$ cat config.mk
export PLATFORM = sky130hd
export DESIGN_NAME = cvh_host_ctrl
export DESIGN_NICKNAME = d
export VERILOG_FILES = /design/src/rtl/cvh_pkg.sv /design/src/rtl/cvh_bus_decode.sv /design/src/rtl/cvh_ctrl_regs.sv /design/src/rtl/cvh_read_path.sv /design/src/rtl/cvh_host_ctrl.sv
export SDC_FILE = /design/constraint.sdc
export NUM_CORES = 1
export LEC_CHECK = 0
export BUFFER_PORTS_ARGS = -buffer_cell sky130_fd_sc_hd__buf_2
export CORE_MARGIN = 5
export CORE_UTILIZATION = 30
export DETAILED_ROUTE_END_ITERATION = 7
export SLEW_MARGIN = 20
export SYNTH_ARGS = -nofsm -noshare
export SYNTH_HDL_FRONTEND = slang
export SYNTH_SLANG_ARGS = --single-unit
$ cat constraint.sdc
create_clock -name clk -period 1.43 [get_ports clk]
set_input_delay 0.286 -clock clk [delete_from_list [all_inputs] [get_ports clk]]
set_output_delay 0.286 -clock clk [all_outputs]
set_load 0.01 [all_outputs]
$ cat src/rtl/cvh_pkg.sv
// Package: shared constants for the converter host control interface.
// Assumes a 10-bit register width; the bit positions are fixed because
// downstream converter logic decodes them.
package cvh_pkg;
    localparam int CW    = 10;
    localparam int B_RST = 0;
    localparam int B_FLG = 1;
    localparam int B_TRG = 2;
    localparam int B_PLS = 4;
    localparam int B_POL = 5;
    localparam int B_RWM = 6;
    localparam int B_FMT = 7;
    localparam int B_CAL = 8;
    localparam int B_DBG = 9;
    localparam logic [CW-1:0] CTL1_INIT = 10'h030;

    typedef enum logic [1:0] {
        V_SAMPLE = 2'd0,
        V_REG0   = 2'd1,
        V_REG1   = 2'd2
    } view_t;
endpackage

$ cat src/rtl/cvh_bus_decode.sv
// Bus decoder: turns chip select, strobes and the mode bit into read/write
// activity flags and one-cycle end-of-access events. Holds the address and
// data seen during the last active cycle.
// Assumes bus inputs are synchronous to clk and that the host never has a
// read and a write active together.
module cvh_bus_decode #(
    parameter int DW = 10
) (
    input  logic          clk,
    input  logic          rst_n,
    input  logic          rw_mode,
    input  logic          cs_n,
    input  logic          rd_n,
    input  logic          wr_n,
    input  logic          addr,
    input  logic [DW-1:0] wdata,
    output logic          rd_act,
    output logic          rd_end,
    output logic          wr_end,
    output logic          hold_addr,
    output logic [DW-1:0] hold_data
);
    logic wr_act;
    logic rd_q;
    logic wr_q;

    // Decode the active access for the current strobe mode.
    always_comb begin
        rd_act = ~cs_n & (rw_mode ? wr_n : ~rd_n);
        wr_act = ~cs_n & ~wr_n;
    end

    // Remember last cycle's activity and the bus contents while active.
    always_ff @(posedge clk) begin
        if (!rst_n) begin
            rd_q      <= 1'b0;
            wr_q      <= 1'b0;
            hold_addr <= 1'b0;
            hold_data <= '0;
        end else begin
            rd_q <= rd_act;
            wr_q <= wr_act;
            if (rd_act || wr_act) begin
                hold_addr <= addr;
                hold_data <= wdata;
            end
        end
    end

    // An access ends in the first cycle it is no longer active.
    always_comb begin
        rd_end = rd_q & ~rd_act;
        wr_end = wr_q & ~wr_act;
    end

    a_r3_no_overlap: assert property (@(posedge clk) disable iff (!rst_n)
        !(rd_act && wr_act));
    a_r2_single_end: assert property (@(posedge clk) disable iff (!rst_n)
        wr_end |=> !wr_end);
endmodule

$ cat src/rtl/cvh_ctrl_regs.sv
// Control register file: stores both registers, runs the command bits
// (soft reset, buffer clear), the sticky overflow flag and the
// post-reset sample-enable delay.
// Assumes wr_end is a single-cycle event with stable hold_addr/hold_data.
module cvh_ctrl_regs
    import cvh_pkg::*;
#(
    parameter int DW         = CW,
    parameter int START_WAIT = 5
) (
    input  logic          clk,
    input  logic          rst_n,
    input  logic          wr_end,
    input  logic          wr_addr,
    input  logic [DW-1:0] wr_data,
    input  logic          ovf_evt,
    input  logic          flag_clr,
    output logic [DW-1:0] ctl0,
    output logic [DW-1:0] ctl1,
    output logic          ovf_flag,
    output logic          ptr_clr,
    output logic          ofs_clr,
    output logic          samp_en
);
    localparam int CNTW = $clog2(START_WAIT + 1);
    localparam logic [CNTW-1:0] CNT_TOP = CNTW'(START_WAIT);

    logic            wr_r1;
    logic            do_rst;
    logic            do_fclr;
    logic [CNTW-1:0] cnt;

    // Classify the committing write.
    always_comb begin
        wr_r1   = wr_end & wr_addr;
        do_rst  = wr_r1 & wr_data[B_RST];
        do_fclr = wr_r1 & wr_data[B_FLG] & ~wr_data[B_RST];
    end

    // Register storage and command pulses.
    always_ff @(posedge clk) begin
        if (!rst_n) begin
            ctl0    <= '0;
            ctl1    <= CTL1_INIT;
            ptr_clr <= 1'b0;
            ofs_clr <= 1'b0;
        end else begin
            ptr_clr <= do_rst | do_fclr;
            ofs_clr <= do_rst;
            if (do_rst) begin
                ctl0 <= '0;
                ctl1 <= CTL1_INIT;
            end else if (wr_end && !wr_addr) begin
                ctl0 <= wr_data;
            end else if (wr_r1) begin
                ctl1 <= {wr_data[DW-1:B_TRG], 2'b00};
            end
        end
    end

    // Sticky overflow flag: set wins over read-clear, soft reset wins over both.
    always_ff @(posedge clk) begin
        if (!rst_n || do_rst) ovf_flag <= 1'b0;
        else                  ovf_flag <= ovf_evt | (ovf_flag & ~flag_clr);
    end

    // Count cycles after any reset before samples may be written.
    always_ff @(posedge clk) begin
        if (!rst_n || do_rst) cnt <= '0;
        else if (cnt != CNT_TOP) cnt <= cnt + 1'b1;
    end

    assign samp_en = (cnt == CNT_TOP);

    a_r4_soft_restore: assert property (@(posedge clk) disable iff (!rst_n)
        ofs_clr |-> (ctl0 == '0 && ctl1 == CTL1_INIT && !ovf_flag));
    a_r5_clear_single: assert property (@(posedge clk) disable iff (!rst_n)
        ptr_clr |=> !ptr_clr);
    a_r6_flag_sticky: assert property (@(posedge clk) disable iff (!rst_n)
        ($past(ovf_flag) && !$past(flag_clr) && !$past(do_rst)) |-> ovf_flag);
    a_r9_wait_after_reset: assert property (@(posedge clk) disable iff (!rst_n)
        ofs_clr |-> !samp_en);
    a_r4_cmd_bits_zero: assert property (@(posedge clk) disable iff (!rst_n)
        ctl1[B_FLG:B_RST] == 2'b00);
endmodule

$ cat src/rtl/cvh_read_path.sv
// Read path: picks what a read returns (sample word, register 0, register 1
// with the overflow flag), steps the debug readback sequence, issues the
// flag clear and the buffer pop at the end of each read.
// Assumes rd_end follows a run of rd_act cycles and hold_addr is the
// address of that read.
module cvh_read_path
    import cvh_pkg::*;
#(
    parameter int DW = CW
) (
    input  logic          clk,
    input  logic          rst_n,
    input  logic          dbg_en,
    input  logic          dbg_arm,
    input  logic          rd_act,
    input  logic          rd_end,
    input  logic          addr,
    input  logic          hold_addr,
    input  logic [DW-1:0] ctl0,
    input  logic [DW-1:0] ctl1,
    input  logic          ovf_flag,
    input  logic [DW-1:0] sample_in,
    output logic [DW-1:0] rdata,
    output logic          flag_clr,
    output logic          sample_pop
);
    logic [1:0] phase;
    view_t      live_v;
    view_t      end_v;

    // Choose the source for a read given an address and the debug phase.
    function automatic view_t pick(input logic a, input logic dbg, input logic [1:0] ph);
        if (dbg && ph == 2'd0)      return V_REG0;
        else if (dbg && ph == 2'd1) return V_REG1;
        else if (a)                 return V_REG1;
        else                        return V_SAMPLE;
    endfunction

    // Source for the active read and for the read that just ended.
    always_comb begin
        live_v = pick(addr, dbg_en, phase);
        end_v  = pick(hold_addr, dbg_en, phase);
    end

    // Drive read data only while a read is active.
    always_comb begin
        rdata = '0;
        if (rd_act) begin
            case (live_v)
                V_REG0:  rdata = ctl0;
                V_REG1:  rdata = ctl1 | (DW'(ovf_flag) << B_FLG);
                default: rdata = sample_in;
            endcase
        end
    end

    assign flag_clr = rd_end & (end_v == V_REG1);

    // Step the debug readback sequence; a register-1 write restarts it.
    always_ff @(posedge clk) begin
        if (!rst_n || dbg_arm)                      phase <= 2'd0;
        else if (rd_end && dbg_en && phase != 2'd2) phase <= phase + 2'd1;
    end

    // Pop the buffer after a completed sample read.
    always_ff @(posedge clk) begin
        if (!rst_n) sample_pop <= 1'b0;
        else        sample_pop <= rd_end & (end_v == V_SAMPLE);
    end

    a_r8_phase_range: assert property (@(posedge clk) disable iff (!rst_n)
        phase != 2'd3);
    a_r7_pop_after_read: assert property (@(posedge clk) disable iff (!rst_n)
        sample_pop |-> $past(rd_end));
    a_r10_idle_zero: assert property (@(posedge clk) disable iff (!rst_n)
        !rd_act |-> rdata == '0);
endmodule

$ cat src/rtl/cvh_host_ctrl.sv
// Top: host control register interface for a sampling converter.
// Connects the bus decoder, the register file and the read path, and fans
// register 1 out as named control fields.
// Assumes all host signals are synchronous to clk.
module cvh_host_ctrl
    import cvh_pkg::*;
#(
    parameter int DW         = CW,
    parameter int START_WAIT = 5
) (
    input  logic          clk,
    input  logic          rst_n,
    input  logic          cs_n,
    input  logic          rd_n,
    input  logic          wr_n,
    input  logic          addr,
    input  logic [DW-1:0] wdata,
    output logic [DW-1:0] rdata,
    input  logic          ovf_evt,
    input  logic [DW-1:0] sample_in,
    output logic          sample_pop,
    output logic          ptr_clr,
    output logic          ofs_clr,
    output logic          samp_en,
    output logic [DW-1:0] ctl0,
    output logic [1:0]    trig_lvl,
    output logic          av_pulse,
    output logic          av_high,
    output logic          rw_mode,
    output logic          bin_fmt,
    output logic          ofs_cal,
    output logic          dbg_en
);
    logic          rd_act;
    logic          rd_end;
    logic          wr_end;
    logic          hold_addr;
    logic [DW-1:0] hold_data;
    logic [DW-1:0] ctl1;
    logic          ovf_flag;
    logic          flag_clr;
    logic          dbg_arm;

    cvh_bus_decode #(.DW(DW)) u_bus (
        .clk(clk), .rst_n(rst_n), .rw_mode(rw_mode),
        .cs_n(cs_n), .rd_n(rd_n), .wr_n(wr_n), .addr(addr), .wdata(wdata),
        .rd_act(rd_act), .rd_end(rd_end), .wr_end(wr_end),
        .hold_addr(hold_addr), .hold_data(hold_data)
    );

    cvh_ctrl_regs #(.DW(DW), .START_WAIT(START_WAIT)) u_regs (
        .clk(clk), .rst_n(rst_n), .wr_end(wr_end), .wr_addr(hold_addr),
        .wr_data(hold_data), .ovf_evt(ovf_evt), .flag_clr(flag_clr),
        .ctl0(ctl0), .ctl1(ctl1), .ovf_flag(ovf_flag),
        .ptr_clr(ptr_clr), .ofs_clr(ofs_clr), .samp_en(samp_en)
    );

    // Any committed register-1 write restarts the debug readback sequence.
    assign dbg_arm = wr_end & hold_addr;

    cvh_read_path #(.DW(DW)) u_rd (
        .clk(clk), .rst_n(rst_n), .dbg_en(dbg_en), .dbg_arm(dbg_arm),
        .rd_act(rd_act), .rd_end(rd_end), .addr(addr), .hold_addr(hold_addr),
        .ctl0(ctl0), .ctl1(ctl1), .ovf_flag(ovf_flag), .sample_in(sample_in),
        .rdata(rdata), .flag_clr(flag_clr), .sample_pop(sample_pop)
    );

    // Named control fields of register 1.
    always_comb begin
        trig_lvl = ctl1[B_TRG+1:B_TRG];
        av_pulse = ctl1[B_PLS];
        av_high  = ctl1[B_POL];
        rw_mode  = ctl1[B_RWM];
        bin_fmt  = ctl1[B_FMT];
        ofs_cal  = ctl1[B_CAL];
        dbg_en   = ctl1[B_DBG];
    end
endmodule

==> qor.yml, run 1 <==
clkTransAtPathRegs_ns: 0.07
dr.first_iter.drc_count: 174
hp-class: "in -> reg"
drtPass1Iterations: 4
yosys.area_share.simple_pct: 22.60
min_to: "u_bus.hold_data[4]$_SDFFE_PN0P_"
r2r-end: "u_rd.phase[1]$_SDFFE_PP0P_"
reg2reg_depth: 6
netlist_area_um2: 2021
synth_area_per_cell_um2: 8.214
hold_violations: 0
critPathBufInv: 3
place.gp.congestion: 0.7842
hp-start: "wdata[4]"
synth_xor_xnor_area_share_pct: 0.4334
rsz0062_at_grt: "yes"
slowest_delay_ns: 0.35
maxSlewHeadroom_pct: 70.48
die_h_um: 92.07
min_period_over_period_pct: 129.5
vias: 2010
syn_nets: 278
tightest_slew_ns: 0.4423
core_area_um2: 6681
ys_seq_area_share_pct: 39.63
fin_ws_ns: -0.4219
finalClockSkew_ns: 0.005557
place.port_buffers: 58
crit_chain: "inv_2, ha_4, o21ai_2, buf_6, a32oi_1, a21oi_2, buf_2"
muxShareOfSynthArea_pct: 1.486
fmax_mhz: 540.0
wl_per_cell_um: 14.29
wl_um: 5786
setup_viol: 10
ys_warn_count: 0
areaGrowthSynthToFinish_pct: 37.09
drive_above_1_share_pct: 40.92
critical_path_required_ns: 1.14
die_area_um2: 8477
rrSetupSlack_ns: 0.07
grt_max_degree: 22
synthAdderAreaFrac_pct: 3.096
place_area_um2: 2606
cts_buffers: 5
dp_slack_ns: -0.1200
die_x_um: 92.07
synth_seq_cells: 40
start_kind: "register"
final_cells: 405
cp_top_family: "compound AO/OA/AOI/OAI gates"
htreeDepth: 2
cts-root-buf: "clkbuf_8"
cp.arrival_ns: 1.57
yosysTopAreaCell: "dfxtp_1"
synth_top_family_by_area: "compound AO/OA/AOI/OAI gates"
placed_cells: 393
dp.final_hpwl_um: 4464
postLayoutCellArea_um2: 2770
ios: 59
cts_sinks: 40
syn_inst: 246
power_per_cell_area_nw_per_um2: 807.3
yosysTopAreaCellShare_pct: 39.63
max_cap_viol_count: 0
start_util_pct: 30.24
status: "finished with violations"
insertion_delay_ns: 0.30
synth_compound_area_share_pct: 26.13
critPathCaptureType: "primary output"
vias_per_cell: 4.963
ant_nets: 0
cts_tree: "yes"
grt_pass1_wl_um: 9390
clk_path_buf_depth: 2
vdd_drop_max_uv: 299.4
rows: 30
crit_type: "reg -> out"
grt_pass1_vias: 1923
p_leak_nw: 1.189
synthTopCellsByArea: "dfxtp_1 (40%), a21oi_1 (9.2%), o21ai_0 (7.2%)"
holdBufCountCts: 0
multi_input_comb_area_um2: 1181
drc: 0
ys_types: 35
antennaDiodeCount: 0
cp_slowest_cell: "dfxtp_2"
crit_fanout: 11
finalWorstPathRequiredPeriod_ns: 1.852
reg2reg_from: "u_rd.phase[0]$_SDFFE_PP0P_"
track_usage_pct: 13.56
regArea_um2: 807.0
fillers: 719
whs_path_depth: 3
slew_violations: 0
gr-total-overflow: 0
violations: "setup timing"
nNetsFinal: 356
antenna_found_initial: 0
cells in the mapped netlist:
master / n
a211oi_1: 3
a21boi_2: 1
a21oi_1: 37
a31oi_1: 1
a31oi_4: 1
a32oi_1: 8
and2_1: 8
and3_1: 2
and3b_1: 9
buf_2: 4
buf_4: 3
buf_6: 2
clkbuf_1: 8
clkbuf_2: 1
dfxtp_1: 40
ha_1: 5
inv_1: 9
mux2i_1: 3
nand2_1: 19
nand2b_1: 1
nand3_1: 26
nand3_2: 1
nand3b_1: 5
nor2_1: 7
nor3_1: 3
nor3_2: 1
o211a_1: 1
o211ai_4: 1
o21a_1: 1
o21ai_0: 29
o21ai_1: 2
o21ai_2: 1
o221ai_1: 1
or2b_2: 1
xnor2_1: 1
flip-flops by register name, indices dropped and copies added (netlist names):
register,cells
u_rd.phase,2
u_rd.sample_pop,1
u_regs.ovf_flag,1
u_regs.ctl0,10
u_regs.ofs_clr,1
u_bus.hold_addr,1
u_bus.hold_data,10
u_regs.ctl1,8
u_regs.cnt,3
u_regs.ptr_clr,1
u_bus.rd_q,1
u_bus.wr_q,1
cell usage in the layout (no fill, tap or decap), types with 3 or more instances in the layout:
| cell | synthesis | layout |
|---|---|---|
| a21oi_2 | 0 | 9 |
| a32oi_1 | 8 | 8 |
| o21ai_1 | 2 | 3 |
| nor2_1 | 7 | 7 |
| buf_4 | 3 | 27 |
| dfxtp_2 | 0 | 5 |
| o21ai_2 | 1 | 8 |
| inv_1 | 9 | 7 |
| nor3_1 | 3 | 3 |
| dfxtp_1 | 40 | 35 |
| a21oi_1 | 37 | 28 |
| clkbuf_8 | 0 | 6 |
| buf_2 | 4 | 58 |
| and2_1 | 8 | 8 |
| ha_2 | 0 | 3 |
| mux2i_1 | 3 | 3 |
| and3b_1 | 9 | 9 |
| nand3b_1 | 5 | 5 |
| nand2_1 | 19 | 18 |
| o21ai_0 | 29 | 21 |
| nand3_1 | 26 | 26 |
per-layer routing:
metal	routed length, um	global-route usage, %	part of all wire, %
met1	2765	18.10	48
met2	2563	20.80	44
met3	344	3.363	5.9
met4	112	5.569	1.9
met5	0	0	0
repair_timing:
action                     CTS  global route
setup buffers                3             1
setup endpoints to repair   11            14
hold endpoints to repair     0             0
pin swaps                    1             0
gates resized for setup      8             6
worst min-delay path, cell delays in order:
cell	delay [ns]
buf_2	0.10
nand3_1	0.05
a21oi_1	0.05
layout make-up:
type | count | area share [%]
sequential | 40 | 29.13
timing repair buffer | 89 | 20.05
tap | 80 | 3.613
inverter | 9 | 1.220
clock inverter | 2 | 0.3613
clock buffer | 6 | 2.981
multi-input combinational | 179 | 42.64
worst max-delay path by stage:
stage	from	end	slack, ns	depth (start not counted)
finish	u_rd.phase[0]$_SDFFE_PP0P_	rdata[5]	-0.42	7
floorplan	u_rd.phase[0]$_SDFFE_PP0P_	rdata[1]	0.006	6
CTS	u_rd.phase[0]$_SDFFE_PP0P_	rdata[5]	-0.42	7
global route	u_rd.phase[0]$_SDFFE_PP0P_	rdata[5]	-0.52	7
global placement	u_rd.phase[0]$_SDFFE_PP0P_	rdata[5]	-0.10	7
detailed placement	u_rd.phase[1]$_SDFFE_PP0P_	rdata[7]	-0.12	7
kinds of logic after synthesis:
group,after synthesis
flip-flops,40
buffers and inverters,27
multiplexers,3
AND/OR/NAND/NOR,83
XOR/XNOR,1
AO/OA/AOI/OAI,87
adder cells (fa/ha/maj),5
power breakdown:
part           switching (mW)  internal [mW]
sequential             0.0338           1.15
clock                   0.391          0.385
combinational           0.150          0.126
total                   0.574           1.66
through the flow:
stage / hold WS [ns] / TNS [ns] / power, mW / util (%)
global route: 0.2455 / -5.014 / 2.340 / 41.46
detailed placement: 0.4637 / -1.001 / 1.474 / 39.01
CTS: 0.2301 / -4.121 / 2.253 / 41.09
floorplan: 0.3653 / 0 / 1.357 / -
global placement: 0.4522 / -0.8554 / 1.468 / 39.01
finish: 0.2406 / -4.001 / 2.236 / 41.46
Note: power is estimated with default switching activity, not from simulation.
==> run 2: changes to the inputs <==
Settings changed: CORE_ASPECT_RATIO from default to 2, TNS_END_PERCENT from default to 50.
==> qor.yml, run 2 (synthesis gave the netlist of run 1 again) <==
crit_path_end: "rdata[2]"
vias: 1992  # -0.90%
layout_commonest_cell: "buf_2"
vias_per_cell: 4.919  # -0.90%
die_h_um: 126.1  # +37%
place.gp.congestion: 0.8203  # +4.6%
cts-root-buf: "clkbuf_16"
drtPass1Iterations: 4  # unchanged
reg_top3: "u_bus.hold_data: 10 flops, u_regs.ctl0: 10 flops, u_regs.ctl1: 8 flops"
ant_nets: 0  # unchanged
totalPowerFinal_mw: 2.541  # +14%
dp_slack_ns: -0.1747  # -0.05470 ns
vdd_drop_max_uv: 641.4  # +110%
fin_ws_ns: -0.4912  # -0.06926 ns
clk_path_buf_depth: 2  # unchanged
cp.arrival_ns: 1.64  # +0.07 ns
core_area_um2: 6621  # -0.90%
hp-class: "in -> reg"
cts_buffers: 5  # unchanged
reg2reg_from: "u_rd.phase[0]$_SDFFE_PP0P_"
max_cap_viol_count: 0  # unchanged
placed_cells: 397  # +1.0%
hp-start: "wdata[6]"
nNetsFinal: 349  # -2.0%
fin_setup_tns_ns: -4.601  # -0.5994 ns
rsz0062_at_grt: "yes"
track_usage_pct: 14.03  # +0.47 points
p_comb_share_pct: 11.3  # -1.1 points
fillers: 703  # -2.2%
p_sw_share_pct: 24.49  # -1.2 points
crit_fanout: 18  # +7
hold_ws_ns: 0.2458  # +0.005198 ns
htreeDepth: 2  # unchanged
slew_violations: 0  # unchanged
drc: 0  # unchanged
wl_per_cell_um: 13.65  # -4.5%
ios: 59  # unchanged
drive_above_1_share_pct: 39.75  # -1.2 points
p_int_mw: 1.919  # +15%
start_util_pct: 30.52  # +0.27 points
r2r-end: "u_rd.phase[0]$_SDFFE_PP0P_"
fmax_mhz: 520.5  # -3.6%
startpoint: "u_rd.phase[0]$_SDFFE_PP0P_"
antenna_found_initial: 0  # unchanged
finalClockSkew_ns: 0.004712  # -0.0008449 ns
netSwitchingPower_mw: 0.6223  # +8.4%
final_cell_mix: "buf_2 (58), dfxtp_1 (35), a21oi_1 (28), nand3_1 (26), o21ai_0 (21)"
p_leak_nw: 1.206  # +1.5%
status: "finished with violations"
crit_type: "reg -> out"
critical_path_required_ns: 1.14  # about the same
rrSetupSlack_ns: 0.09  # +0.02 ns
finalWorstPathRequiredPeriod_ns: 1.921  # +0.06926 ns
wl_um: 5527  # -4.5%
dr.first_iter.drc_count: 73  # -58%
insertion_delay_ns: 0.29  # about the same
reg2reg_depth: 6  # unchanged
grt_pass1_wl_um: 9259  # -1.4%
areaGrowthSynthToFinish_pct: 40.56
regArea_um2: 807.0  # unchanged
grt_max_degree: 22  # unchanged
grt_pass1_vias: 1958  # +1.8%
die_area_um2: 8576  # +1.2%
min_period_over_period_pct: 134.4  # +4.8 points
multi_input_comb_area_um2: 1219  # +3.2%
rows: 42  # +40%
power_per_cell_area_nw_per_um2: 894.7  # +11%
maxSlewHeadroom_pct: 59.77  # -11 points
gr-total-overflow: 0  # unchanged
die_x_um: 68.03  # -26%
antennaDiodeCount: 0  # unchanged
dp.final_hpwl_um: 4448  # -0.37%
tightest_slew_ns: 0.5994  # +0.1572 ns
seqPwrFrac_pct: 46.7  # -6.3 points
cts_sinks: 40  # unchanged
cts_tree: "yes"
hold_violations: 0  # unchanged
final_cells: 405  # unchanged
clkTransAtPathRegs_ns: 0.05  # -0.02 ns
critPathCaptureType: "primary output"
violations: "setup timing"
setup_viol: 10  # unchanged
clockPowerShare_pct: 42.0  # +7.3 points
start_kind: "register"
place.port_buffers: 58  # unchanged
-- run 2: cell types whose count changed in the layout (fill, tap and decap cells not counted), sizes merged --
cell / before / now
clkinvlp: 0 / 1
clkinv: 2 / 1
buf: 89 / 82
clkbuf: 6 / 5
-- run 2: layout make-up --
cell class | count | share of cell area [%]
multi-input combinational | 179 | 42.91
clock buffer | 5 | 4.405
sequential | 40 | 28.41
inverter | 9 | 1.189
timing repair buffer | 82 | 18.77
tap | 88 | 3.877
clock inverter | 2 | 0.4405
-- run 2: worst max-delay path: stages (launching register included) --
cell and delay (ns):
dfxtp_2 0.35, inv_2 0.05, ha_4 0.16, buf_12 0.14, a21boi_4 0.17, buf_12 0.14
a32oi_2 0.05, a21oi_2 0.14, buf_2 0.14
-- run 2: worst min path at each step --
| stage | end | cells past startpoint | slack [ns] |
|---|---|---|---|
| 6_report | u_bus.hold_data[6]$_SDFFE_PN0P_ | 3 | 0.25 |
| 5_1_grt | u_bus.hold_data[5]$_SDFFE_PN0P_ | 3 | 0.25 |
| 4_1_cts | u_bus.hold_data[6]$_SDFFE_PN0P_ | 3 | 0.24 |
| 3_5_place_dp | u_regs.ovf_flag$_SDFF_PP0_ | 1 | 0.45 |
| 3_3_place_gp | u_regs.ovf_flag$_SDFF_PP0_ | 1 | 0.45 |
| 2_1_floorplan | u_bus.wr_q$_SDFF_PN0_ | 1 | 0.37 |
-- run 2: per-layer routing --
| metal | global-route usage (%) | routed length, um | vias to the layer above |
|---|---|---|---|
| met4 | 6.917 | 127 | 0 |
| met2 | 25.48 | 3053 | 43 |
| met1 | 13.92 | 2016 | 923 |
| met5 | 0 | 0 | - |
| li1 | - | - | 1019 |
| met3 | 3.565 | 330 | 7 |
-- run 2: power groups by stage --
stage	Clock [mW]	Sequential [mW]	Combinational, mW
3_5_place_dp	0	1.21	0.264
3_3_place_gp	0	1.20	0.259
2_1_floorplan	0	1.20	0.158
5_1_grt	1.13	1.19	0.320
4_1_cts	1.09	1.18	0.267
6_report	1.07	1.19	0.288
-- run 2: timing repair --
item,in CTS,in global routing
pin swaps,4,2
resized for setup,2,13
hold buffers,0,0
setup buffers,0,1
endpoints found under the setup margin,11,13
-- run 2: per-stage QoR --
step | util, % | instance area (um^2)
2_1_floorplan | - | 2102
3_3_place_gp | 39.44 | 2611
3_5_place_dp | 39.44 | 2611
4_1_cts | 41.57 | 2753
5_1_grt | 42.89 | 2840
6_report | 42.89 | 2840
==> run 3: changes to the inputs <==
Settings changed: MAX_ROUTING_LAYER from default to met4.
==> qor.yml, run 3 (synthesis gave the netlist of run 1 again) <==
areaGrowthSynthToFinish_pct: 40.56  # unchanged
final_cells: 405  # unchanged
nNetsFinal: 349  # unchanged
grt_max_degree: 22  # unchanged
maxSlewHeadroom_pct: 59.71  # about the same
clkTransAtPathRegs_ns: 0.06  # about the same
die_h_um: 126.1  # unchanged
tightest_slew_ns: 0.6003  # +0.0008329 ns
route.met2.wl_um: 3063  # +0.33%
status: "finished with violations"
seqPwrFrac_pct: 46.6  # about the same
vias_per_cell: 4.884  # -0.70%
grt_pass1_wl_um: 9252  # about the same
max_cap_viol_count: 0  # unchanged
critPathBufInv: 4  # unchanged
grt_pass1_vias: 1965  # +0.36%
cp.arrival_ns: 1.64  # about the same
ios: 59  # unchanged
final_cell_mix: "buf_2 (58), dfxtp_1 (35), a21oi_1 (28), nand3_1 (26), o21ai_0 (21)"
track_usage_pct: 14.41  # +0.38 points
insertion_delay_ns: 0.29  # about the same
rows: 42  # unchanged
htreeDepth: 2  # unchanged
reg_top3: "u_bus.hold_data: 10 flops, u_regs.ctl0: 10 flops, u_regs.ctl1: 8 flops"
fin_setup_tns_ns: -4.624  # -0.02343 ns
placed_cells: 397  # unchanged
dp.final_hpwl_um: 4448  # unchanged
slew_violations: 0  # unchanged
drc: 0  # unchanged
place.gp.congestion: 0.8326  # +1.5%
finalWorstPathRequiredPeriod_ns: 1.924  # +0.002501 ns
p_sw_share_pct: 24.64  # +0.15 points
slowest_delay_ns: 0.35  # about the same
layout_commonest_cell: "buf_2"
vdd_drop_max_uv: 636.9  # -0.70%
start_kind: "register"
die_x_um: 68.03  # unchanged
place_area_um2: 2611  # unchanged
cts_tree: "yes"
p_int_mw: 1.919  # about the same
crit_type: "reg -> out"
wl_um: 5549  # +0.40%
highest_layer: "met4"
core_area_um2: 6621  # unchanged
antenna_found_initial: 0  # unchanged
cp_top_family: "buffers and inverters"
hp-class: "in -> reg"
fin_ws_ns: -0.4937  # -0.002501 ns
start_util_pct: 30.52  # unchanged
drive_above_1_share_pct: 39.75  # unchanged
setup_viol: 10  # unchanged
cts_buffers: 5  # unchanged
fmax_mhz: 519.8  # -0.13%
cts_sinks: 40  # unchanged
crit_fanout: 18  # unchanged
finalClockSkew_ns: 0.005099  # +0.0003862 ns
p_leak_nw: 1.206  # unchanged
vias: 1978  # -0.70%
critPathCaptureType: "primary output"
wl_per_cell_um: 13.70  # +0.40%
antennaDiodeCount: 0  # unchanged
die_area_um2: 8576  # unchanged
clockPowerShare_pct: 42.1  # about the same
met3RoutedLength_um: 286  # -13%
min_period_over_period_pct: 134.5  # +0.17 points
drtPass1Iterations: 4  # unchanged
dp_slack_ns: -0.1747  # unchanged
rsz0062_at_grt: "yes"
place.port_buffers: 58  # unchanged
netSwitchingPower_mw: 0.6273  # +0.81%
cp_slowest_cell: "dfxtp_2"
p_comb_share_pct: 11.3  # about the same
critical_path_required_ns: 1.14  # about the same
cts-root-buf: "clkbuf_16"
power_per_cell_area_nw_per_um2: 896.5  # +0.20%
ant_nets: 0  # unchanged
violations: "setup timing"
hold_violations: 0  # unchanged
crit_chain: "inv_2, ha_4, buf_12, a21boi_4, buf_12, a32oi_2, a21oi_2, buf_2"
gr-total-overflow: 0  # unchanged
drt-met1-wl_um: 2071  # +2.7%
clk_path_buf_depth: 2  # unchanged
dr.first_iter.drc_count: 76  # +4.1%
cpMostUsedCell: "buf_12"
postLayoutCellArea_um2: 2840  # unchanged
[run 3: repair_timing]
item,CTS,global route
buffers inserted,0,1
hold buffers,0,0
pin swaps,4,2
endpoints found under the setup margin,11,13
gates resized for setup,2,13
[run 3: worst min-delay path, cell delays in order]
cell and delay, ns:
buf_2 0.09, nand3_1 0.05, a21oi_1 0.05
[run 3: final cells by class]
class | count | area (um^2)
sequential | 40 | 807.0
inverter | 9 | 33.78
clock inverter | 2 | 12.51
fill | 703 | 3781
multi-input combinational | 179 | 1219
clock buffer | 5 | 125.1
tap | 88 | 110.1
timing repair buffer | 82 | 533.0
[run 3: final timing paths]
path,start,to,slack (ns),cells past startpoint
setup / recovery,u_rd.phase[0]$_SDFFE_PP0P_,rdata[2],-0.49,8
hold reg to reg,u_bus.rd_q$_SDFF_PN0_,u_regs.ovf_flag$_SDFF_PP0_,0.46,1
hold / removal,wdata[6],u_bus.hold_data[6]$_SDFFE_PN0P_,0.24,3
setup reg to reg,u_rd.phase[0]$_SDFFE_PP0P_,u_rd.phase[0]$_SDFFE_PP0P_,0.09,6
[run 3: power groups by stage]
stage	combinational, mW	sequential [mW]	clock (mW)
2_1_floorplan	0.158	1.20	0
3_3_place_gp	0.259	1.20	0
3_5_place_dp	0.264	1.21	0
4_1_cts	0.267	1.18	1.09
5_1_grt	0.320	1.19	1.13
6_report	0.288	1.19	1.07
[run 3: routing by layer]
| metal | global-route usage, % | vias up |
|---|---|---|
| met5 | - | - |
| met4 | 6.917 | 0 |
| met3 | 3.030 | 7 |
| met2 | 25.48 | 43 |
| met1 | 14.25 | 909 |
| li1 | - | 1019 |
[run 3: metrics by stage]
step / util [%] / total power, mW / hold WS [ns]
after floorplan: - / 1.357 / 0.3653
after global placement: 39.44 / 1.464 / 0.4493
after detailed placement: 39.44 / 1.471 / 0.4540
after CTS: 41.57 / 2.544 / 0.2389
after global routing: 42.89 / 2.640 / 0.2490
final: 42.89 / 2.546 / 0.2441
